### src/rtl/cfw_pkg.sv
package cfw_pkg;
   typedef enum logic [2:0] {
      ST_IDLE,
      ST_PRE,
      ST_SEL,
      ST_CLO,
      ST_DAT,
      ST_CHI,
      ST_POST
   } cfw_state_t;
endpackage

### src/rtl/cfw_step_timer.sv
module cfw_step_timer #(
   parameter int STEP_CYCLES = 5000
) (
   input  logic clk,
   input  logic rst,
   input  logic restart,
   input  logic run,
   output logic tick
);
   generate
      if (STEP_CYCLES < 1) begin : g_bad_step
         $error("STEP_CYCLES must be at least 1");
      end
      if (STEP_CYCLES == 1) begin : g_every_cycle
         assign tick = run;
      end else begin : g_counter
         localparam int CW = $clog2(STEP_CYCLES);
         localparam logic [CW-1:0] LAST = CW'(STEP_CYCLES - 1);
         logic [CW-1:0] cnt;
         always_ff @(posedge clk) begin
            if (rst || restart) begin
               cnt <= '0;
            end else if (run) begin
               cnt <= (cnt == LAST) ? '0 : cnt + 1'b1;
            end
         end
         assign tick = run && (cnt == LAST);
      end
   endgenerate
endmodule

### src/rtl/cfw_frame_pack.sv
module cfw_frame_pack #(
   parameter int CHIP_ADDR_W = 2,
   parameter int CHIP_ADDR   = 2,
   parameter int REG_W       = 5,
   parameter int DATA_W      = 8,
   localparam int FRAME_W    = CHIP_ADDR_W + 1 + REG_W + DATA_W
) (
   input  logic [REG_W-1:0]   reg_addr,
   input  logic [DATA_W-1:0]  wr_data,
   output logic [FRAME_W-1:0] frame
);
   generate
      if (CHIP_ADDR >= (1 << CHIP_ADDR_W)) begin : g_bad_addr
         $error("CHIP_ADDR does not fit in CHIP_ADDR_W bits");
      end
   endgenerate
   assign frame = {CHIP_ADDR_W'(CHIP_ADDR), 1'b1, reg_addr, wr_data};
endmodule

### src/rtl/cfw_serial_seq.sv
module cfw_serial_seq
   import cfw_pkg::*;
#(
   parameter int FRAME_W = 16
) (
   input  logic               clk,
   input  logic               rst,
   input  logic               start,
   input  logic               tick,
   input  logic               sel_in,
   input  logic [FRAME_W-1:0] frame_in,
   output logic               accept,
   output logic               busy,
   output logic               done,
   output logic               sclk,
   output logic               sdata,
   output logic [1:0]         cs_n
);
   localparam int IW = $clog2(FRAME_W);
   localparam logic [IW-1:0] TOP_BIT = IW'(FRAME_W - 1);

   cfw_state_t         state;
   logic [FRAME_W-1:0] frame_q;
   logic               sel_q;
   logic [IW-1:0]      bit_idx;
   logic               sdata_q;
   logic               done_q;

   assign accept = start && (state == ST_IDLE);

   always_ff @(posedge clk) begin
      if (rst) begin
         state   <= ST_IDLE;
         frame_q <= '0;
         sel_q   <= 1'b0;
         bit_idx <= '0;
         sdata_q <= 1'b1;
         done_q  <= 1'b0;
      end else begin
         done_q <= 1'b0;
         if (accept) begin
            state   <= ST_PRE;
            frame_q <= frame_in;
            sel_q   <= sel_in;
         end else if (tick) begin
            unique case (state)
               ST_PRE: state <= ST_SEL;
               ST_SEL: begin
                  state   <= ST_CLO;
                  bit_idx <= TOP_BIT;
               end
               ST_CLO: begin
                  state   <= ST_DAT;
                  sdata_q <= frame_q[bit_idx];
               end
               ST_DAT: state <= ST_CHI;
               ST_CHI: begin
                  if (bit_idx == '0) begin
                     state   <= ST_POST;
                     sdata_q <= 1'b1;
                  end else begin
                     state   <= ST_CLO;
                     bit_idx <= bit_idx - 1'b1;
                  end
               end
               ST_POST: begin
                  state  <= ST_IDLE;
                  done_q <= 1'b1;
               end
               default: state <= ST_IDLE;
            endcase
         end
      end
   end

   logic selecting;
   assign selecting = (state == ST_SEL) || (state == ST_CLO) ||
                      (state == ST_DAT) || (state == ST_CHI);

   assign busy    = (state != ST_IDLE);
   assign done    = done_q;
   assign sclk    = !((state == ST_CLO) || (state == ST_DAT));
   assign sdata   = sdata_q;
   assign cs_n[0] = !(selecting && !sel_q);
   assign cs_n[1] = !(selecting && sel_q);

   assert_cs_exclusive_R5: assert property (@(posedge clk) disable iff (rst)
      $countones(~cs_n) <= 1);
   assert_data_steady_R3: assert property (@(posedge clk) disable iff (rst)
      (cs_n != 2'b11) && sclk && $past(sclk) |-> $stable(sdata));
   assert_clock_in_frame_R3: assert property (@(posedge clk) disable iff (rst)
      $rose(sclk) |-> (cs_n != 2'b11));
   assert_done_single_R8: assert property (@(posedge clk) disable iff (rst)
      done |=> !done);
   assert_done_not_busy_R8: assert property (@(posedge clk) disable iff (rst)
      done |-> !busy);
   assert_busy_ignores_start_R9: assert property (@(posedge clk) disable iff (rst)
      busy && start |=> $stable(frame_q) && $stable(sel_q));
   assert_post_idle_high_R6: assert property (@(posedge clk) disable iff (rst)
      $rose(done) |-> sclk && sdata && (cs_n == 2'b11));
endmodule

### src/rtl/codec_frame_writer.sv
module codec_frame_writer #(
   parameter int STEP_CYCLES = 5000,
   parameter int SEL_W       = 2,
   parameter int REG_W       = 5,
   parameter int DATA_W      = 8,
   parameter int CHIP_ADDR_W = 2,
   parameter int CHIP_ADDR   = 2
) (
   input  logic              clk,
   input  logic              rst,
   input  logic              start_i,
   input  logic [SEL_W-1:0]  codec_sel_i,
   input  logic [REG_W-1:0]  reg_addr_i,
   input  logic [DATA_W-1:0] wr_data_i,
   output logic              busy_o,
   output logic              done_o,
   output logic              sclk_o,
   output logic              sdata_o,
   output logic [1:0]        cs_n_o
);
   localparam int FRAME_W = CHIP_ADDR_W + 1 + REG_W + DATA_W;

   generate
      if (SEL_W < 1) begin : g_bad_sel
         $error("SEL_W must be at least 1");
      end
   endgenerate

   logic [FRAME_W-1:0] frame;
   logic               accept;
   logic               tick;

   cfw_frame_pack #(
      .CHIP_ADDR_W (CHIP_ADDR_W),
      .CHIP_ADDR   (CHIP_ADDR),
      .REG_W       (REG_W),
      .DATA_W      (DATA_W)
   ) pack_i (
      .reg_addr (reg_addr_i),
      .wr_data  (wr_data_i),
      .frame    (frame)
   );

   cfw_step_timer #(
      .STEP_CYCLES (STEP_CYCLES)
   ) timer_i (
      .clk     (clk),
      .rst     (rst),
      .restart (accept),
      .run     (busy_o),
      .tick    (tick)
   );

   cfw_serial_seq #(
      .FRAME_W (FRAME_W)
   ) seq_i (
      .clk      (clk),
      .rst      (rst),
      .start    (start_i),
      .tick     (tick),
      .sel_in   (|codec_sel_i),
      .frame_in (frame),
      .accept   (accept),
      .busy     (busy_o),
      .done     (done_o),
      .sclk     (sclk_o),
      .sdata    (sdata_o),
      .cs_n     (cs_n_o)
   );
endmodule

### config.mk
export PLATFORM = sky130hd
export DESIGN_NAME = codec_frame_writer
export DESIGN_NICKNAME = d
export VERILOG_FILES = /design/src/rtl/cfw_pkg.sv /design/src/rtl/cfw_step_timer.sv /design/src/rtl/cfw_frame_pack.sv /design/src/rtl/cfw_serial_seq.sv /design/src/rtl/codec_frame_writer.sv
export SDC_FILE = /design/constraint.sdc
export NUM_CORES = 1
export LEC_CHECK = 0
export BUFFER_PORTS_ARGS = -buffer_cell sky130_fd_sc_hd__buf_2
export CAP_MARGIN = 5
export CORE_MARGIN = 1
export CORE_UTILIZATION = 34
export CTS_BUF_LIST = sky130_fd_sc_hd__clkbuf_8
export DETAILED_ROUTE_END_ITERATION = 8
export PLACE_DENSITY = 0.61
export SLEW_MARGIN = 10
export SYNTH_ARGS = -nofsm -noshare
export SYNTH_HDL_FRONTEND = slang
export SYNTH_HIERARCHICAL = 1
export SYNTH_SLANG_ARGS = --single-unit
### constraint.sdc
create_clock -name clk -period 2.7 [get_ports clk]
set_clock_uncertainty 0.2 [all_clocks]
set_input_delay 0.675 -clock clk [delete_from_list [all_inputs] [get_ports clk]]
set_output_delay 0.675 -clock clk [all_outputs]
set_load 0.005 [all_outputs]
Word level (Yosys, flattened, before mapping). Index checks and enable logic that the tools add are counted.

Output and inout bits: 6. Logic and storage cells: 58. Flip-flop bits (word level): 37. Input port bits: 18.

Add/sub/neg operators: 2. Order comparisons: 1. Bitwise logic cells: 2. Equality and inequality tests: 9. Multiplexer cells: 12. Reduce and logical (&&, ||, !) cells: 24.

Operators by type and width (number): 3-bit case mux with 5 select lines (1); 13-bit by 1-bit adder with 13-bit output, second input constant (1); 13-bit == test, second input constant (1); 13-bit 2-to-1 mux (1); 3-bit == test, second input constant (3); 4-bit case mux with 2 select lines (1); 4-bit AND reduction (2); 3-bit by 2-bit == test with 1-bit output, second input constant (2); 2-bit nonzero test (3); 1-bit logical OR (5); 4-bit by 5-bit less-than comparator with 1-bit output, second input constant (1); 1-bit 2-to-1 mux (5); 1-bit binary-select mux with 4-bit select (1); 1-bit logical AND (4); 1-bit logical NOT (4); 4-bit logical NOT (1); 4-bit 2-to-1 mux (1); 2-bit OR reduction (2); 4-bit by 1-bit subtractor with 4-bit output, second input constant (1); 3-bit by 1-bit == test with 1-bit output, second input constant (1); 3-bit logical NOT (1); 3-bit 2-to-1 mux (1); 3-bit nonzero test (1); 3-bit OR reduction (1); other kinds (4) (5).

Logic depth before layout (Yosys ltp).
Depth in word-level cells: 6. Depth in mapped cells: 8.

By module. The synthesis kept the hierarchy.

Modules (own cells, without submodules): cfw_serial_seq (area an instance 1291.2 µm², times used 1, cells each 145); cfw_step_timer (area an instance 581.8 µm², times used 1, cells each 65); cfw_frame_pack (area an instance 127.6 µm², times used 1, cells each 18); codec_frame_writer (area an instance 6.3 µm², times used 1, cells each 1).

Least setup slack after synthesis. Ideal clock, no wire load.

Path type: flip-flop to flip-flop. Start: reg seq_i.state[2]. End: reg seq_i.bit_idx[3]. Arrival: 2.352 ns. Cell stages (with the launch flop): 9. Clock period less this slack: 2.626 ns. Path slack: 0.074 ns. Library setup time: 0.074 ns. Required time: 2.426 ns. Cell sequence: dfxtp_1 > clkbuf_1 > or3_1 > nand3_1 > nor4_2 > and3b_2 > a31oi_4 > or3_1 > a31oi_1.

RTL lines: from (decl) (line cfw_serial_seq.sv:22) `cfw_state_t state;`; from (signal assigned) (line cfw_serial_seq.sv:33) `state <= ST_IDLE;`; from (signal assigned) (line cfw_serial_seq.sv:42) `state <= ST_PRE;`; from (signal assigned) (line cfw_serial_seq.sv:47) `ST_PRE: state <= ST_SEL;`; 3-bit nonzero test (line cfw_serial_seq.sv:80) `assign busy = (state != ST_IDLE);`; via busy_o (line codec_frame_writer.sv:15) `output logic busy_o,`; 1-bit logical AND (line cfw_step_timer.sv:27) `assign tick = run && (cnt == LAST);`; via tick (line codec_frame_writer.sv:31) `logic tick;`; 4-bit AND reduction (no source line); to (signal assigned) (line cfw_serial_seq.sv:63) `bit_idx <= bit_idx - 1'b1;`; to (decl) (line cfw_serial_seq.sv:25) `logic [IW-1:0] bit_idx;`.

The timed path passes the listed nets, and every way through them passes these cells. A chain may end at the register's enable or synchronous reset.

Final worst setup path.
Start: reg timer_i.g_counter.cnt[3]. End: reg seq_i.bit_idx[3].

Longest elaborated chain between the ends: 3.

RTL lines: from (decl) (line cfw_step_timer.sv:19) `logic [CW-1:0] cnt;`; from (signal assigned) (line cfw_step_timer.sv:24) `cnt <= (cnt == LAST) ? '0 : cnt + 1'b1;`; 13-bit == test (line cfw_step_timer.sv:27); 1-bit logical AND (line cfw_step_timer.sv:27); via tick (line codec_frame_writer.sv:31); 4-bit AND reduction (no source line).

The timed path passes the listed nets, and every way through them passes these cells.

==> run summary <==
setup TNS: 0 ns
share of layout cells above drive strength 1: 20.4%
antenna viol nets, final: 0
Yosys cell types: 43
fraction of registers with async set/reset: 0%
# fillers: 627
GP Congestion: 0.762
HPWL Detailed: 2.47 mm
post-synthesis cell count: 229
type of origin of the critical path: register
wire length per cell: 11.5 um
GRT Util Overall: 13.1%
worst hold stages: 2
CP arrival: 2.47 ns
Reg clk slew, reported paths: 0.07 ns
Cell Rows: 27
Hold Buf Count CTS: 0
pre-CTS WS: 0.268 ns
Avg Synthesized Cell Area: 8.76 um^2
worst min path class: register to register
antenna cell count: 0
FF+latch count, synth: 39
P&R area growth vs syn: 6.05%
sequential share of the synthesized area: 38.9%
pin count of the biggest net entering global routing: 29
die outline area: 6210 um^2
Post-Layout Cell Count: 312
Leakage: 0.774 nW
DRC: 0
flop2flop setup slack: 0.25 ns
Final Max Tran Viols: 0
# setup viols final: 0
Cells after DPL: 304
Final #Nets: 259
Total Wirelength: 3.59 mm
setup slack after layout: 0.253 ns
P_sw: 249 uW
Post-CTS Resized: 0
Post-synth EDFFs: 0
Ports: 24
CTS tree: yes
total number of vias: 1512
post-CTS setup buffers: 0
PD cells: 494 nW/um^2
first-pass GRT wire length: 6.34 mm
Setup crit end kind: register
Hold Path Sink: seq_i/frame_q[14]$_SDFFE_PP0P_
critical path fanouts, max: 9
clock network power share: 35.0%
gr ovfl total: 0
Detailed Routing Iterations Pass 1: 4
Max Clk Rate: 0.409 GHz
cell area after synthesis: 2010 um^2
RSZ-0062 raised after global routing: no
Switching Fraction: 23.7%
Syn. warnings: 6
capturing point of the worst reg2reg path: seq_i/bit_idx[3]$_SDFFE_PP0P_
CP required: 2.72 ns
initial detailed-routing violation count: 104
Worst Tran Pin Value: 0.521 ns
CTS root buffer: clkbuf_8
number of port buffers: 23
Clock Latency Late Sink: 0.29 ns
fin crit period: 2.45 ns
Setup CP Type: register to register
min-delay src: seq_i/frame_q[14]$_SDFFE_PP0P_
fin crit share: 90.6%
Die Ht: 78.8 um
FF-to-FF Start: timer_i/g_counter.cnt[3]$_SDFFE_PP0P_
Worst VDD drop: 228 uV
R2R depth: 7
Reg power frac: 57.2%
Main synth FF type: dfxtp_1
max-cap violations: 0
Seq. cell area: 781 um^2
Clock Path Buffers: 2
number of antenna violations at the first check in global routing: 0
Initial Utilization: 35.8%
H-Tree Depth: 2
status: completed
number of global-route vias before repair: 1431
total CTS buffers: 5
die width: 78.8 um
max_slew headroom: 65.2%
clock tree sinks: 39
Multi-input gate area: 985 um^2
Hold Fails Final Rpt: 0
core area: 5610 um^2
Pint: 802 uW
Via density: 4.85
Comb power frac: 7.8%
synth_stat cells (all sizes together), types with 4 or more instances:
cell    count  area, um^2
xor2        4        35.0
or3         8        52.6
mux4        4        90.1
nand4       4        25.0
inv         7        31.3
nor3        6        30.0
o21ai       6        30.0
nor2       17        63.8
nand2      41         154
a21oi      22         110
mux2i       5        50.1
clkbuf      4        25.0
xnor2       8        70.1
buf        23         189
a31oi       4        40.0
dfxtp      39         781
sequential cells by signal (all words and copies together) (netlist names):
signal                 flops
seq_i/frame_q             16
seq_i/sdata                1
seq_i/done                 1
seq_i/sel_q                1
seq_i/state                3
timer_i/g_counter.cnt     13
seq_i/bit_idx              4
worst max-delay path, cell delays in order (launching register included):
cell and delay (ns):
dfxtp_1 0.36, or4b_1 0.55, nor4_2 0.25, buf_4 0.19, and3b_2 0.22, a31oi_4 0.11, or3_1 0.35, a31oi_1 0.15
per-layer routing:
layer	global-route usage, %	vias up	part of all wire (%)
met1	16.5	699	50
met2	20.5	27	44
met3	3.45	7	4.0
met5	0	-	0
li1	-	779	-
met4	6.91	0	2.3
layout by cell type, fill, tap and decap left out, types with 6 or more instances in the layout:
master   count
o21ai_0      6
buf_4        6
xnor2_1      8
inv_1        8
nor2_1      17
nor3_1       6
a21oi_1     22
nand2_1     41
dfxtp_1     39
buf_2       23
or3_1        6
through the flow:
stage | hold WS (ns) | cell area (um^2) | util, % | total power [mW]
after floorplan | 0.233 | 2010 | - | 0.693
after global placement | 0.240 | 2050 | 36.5 | 0.697
after detailed placement | 0.246 | 2050 | 36.5 | 0.698
after CTS | 0.257 | 2130 | 38.0 | 1.07
after global routing | 0.275 | 2130 | 38.0 | 1.10
final | 0.255 | 2130 | 38.0 | 1.05
power groups by stage:
stage / clock network, mW / registers, mW / logic, mW
after CTS: 0.383 / 0.601 / 0.0837
final: 0.368 / 0.601 / 0.0817
after global routing: 0.405 / 0.604 / 0.0942
after floorplan: 0 / 0.613 / 0.0795
after detailed placement: 0 / 0.615 / 0.0834
after global placement: 0 / 0.614 / 0.0831
cell families (layout without fill, tap and decap cells):
logic type / after synthesis / count (layout) / synth area share (%)
AO/OA/AOI/OAI: 36 / 36 / 11.0
adder cells (fa/ha/maj): 2 / 2 / 1.25
buffers and inverters: 34 / 44 / 12.2
XOR/XNOR: 12 / 12 / 5.24
other: 2 / 3 / 0.374
flip-flops: 39 / 39 / 38.9
AND/OR/NAND/NOR: 95 / 95 / 24.1
multiplexers: 9 / 9 / 6.98
layout make-up:
cell class | count | share of cell area [%]
timing repair buffer | 29 | 7.53
sequential | 39 | 36.7
tap | 72 | 4.23
clock buffer | 5 | 3.23
inverter | 7 | 1.47
clock inverter | 3 | 0.588
multi-input combinational | 157 | 46.3
worst max path at each step:
stage,startpoint,end,slack [ns],cells after the start
final,timer_i/g_counter.cnt[3]$_SDFFE_PP0P_,seq_i/bit_idx[3]$_SDFFE_PP0P_,0.25,7
after global routing,timer_i/g_counter.cnt[3]$_SDFFE_PP0P_,seq_i/bit_idx[3]$_SDFFE_PP0P_,0.13,7
after CTS,timer_i/g_counter.cnt[3]$_SDFFE_PP0P_,seq_i/bit_idx[3]$_SDFFE_PP0P_,0.25,7
after detailed placement,timer_i/g_counter.cnt[3]$_SDFFE_PP0P_,seq_i/bit_idx[3]$_SDFFE_PP0P_,0.27,7
after global placement,timer_i/g_counter.cnt[3]$_SDFFE_PP0P_,seq_i/bit_idx[3]$_SDFFE_PP0P_,0.29,7
after floorplan,seq_i/state[2]$_SDFFE_PP0P_,seq_i/bit_idx[3]$_SDFFE_PP0P_,0.07,8
No activity file was read; power rests on OpenSTA's default activity.
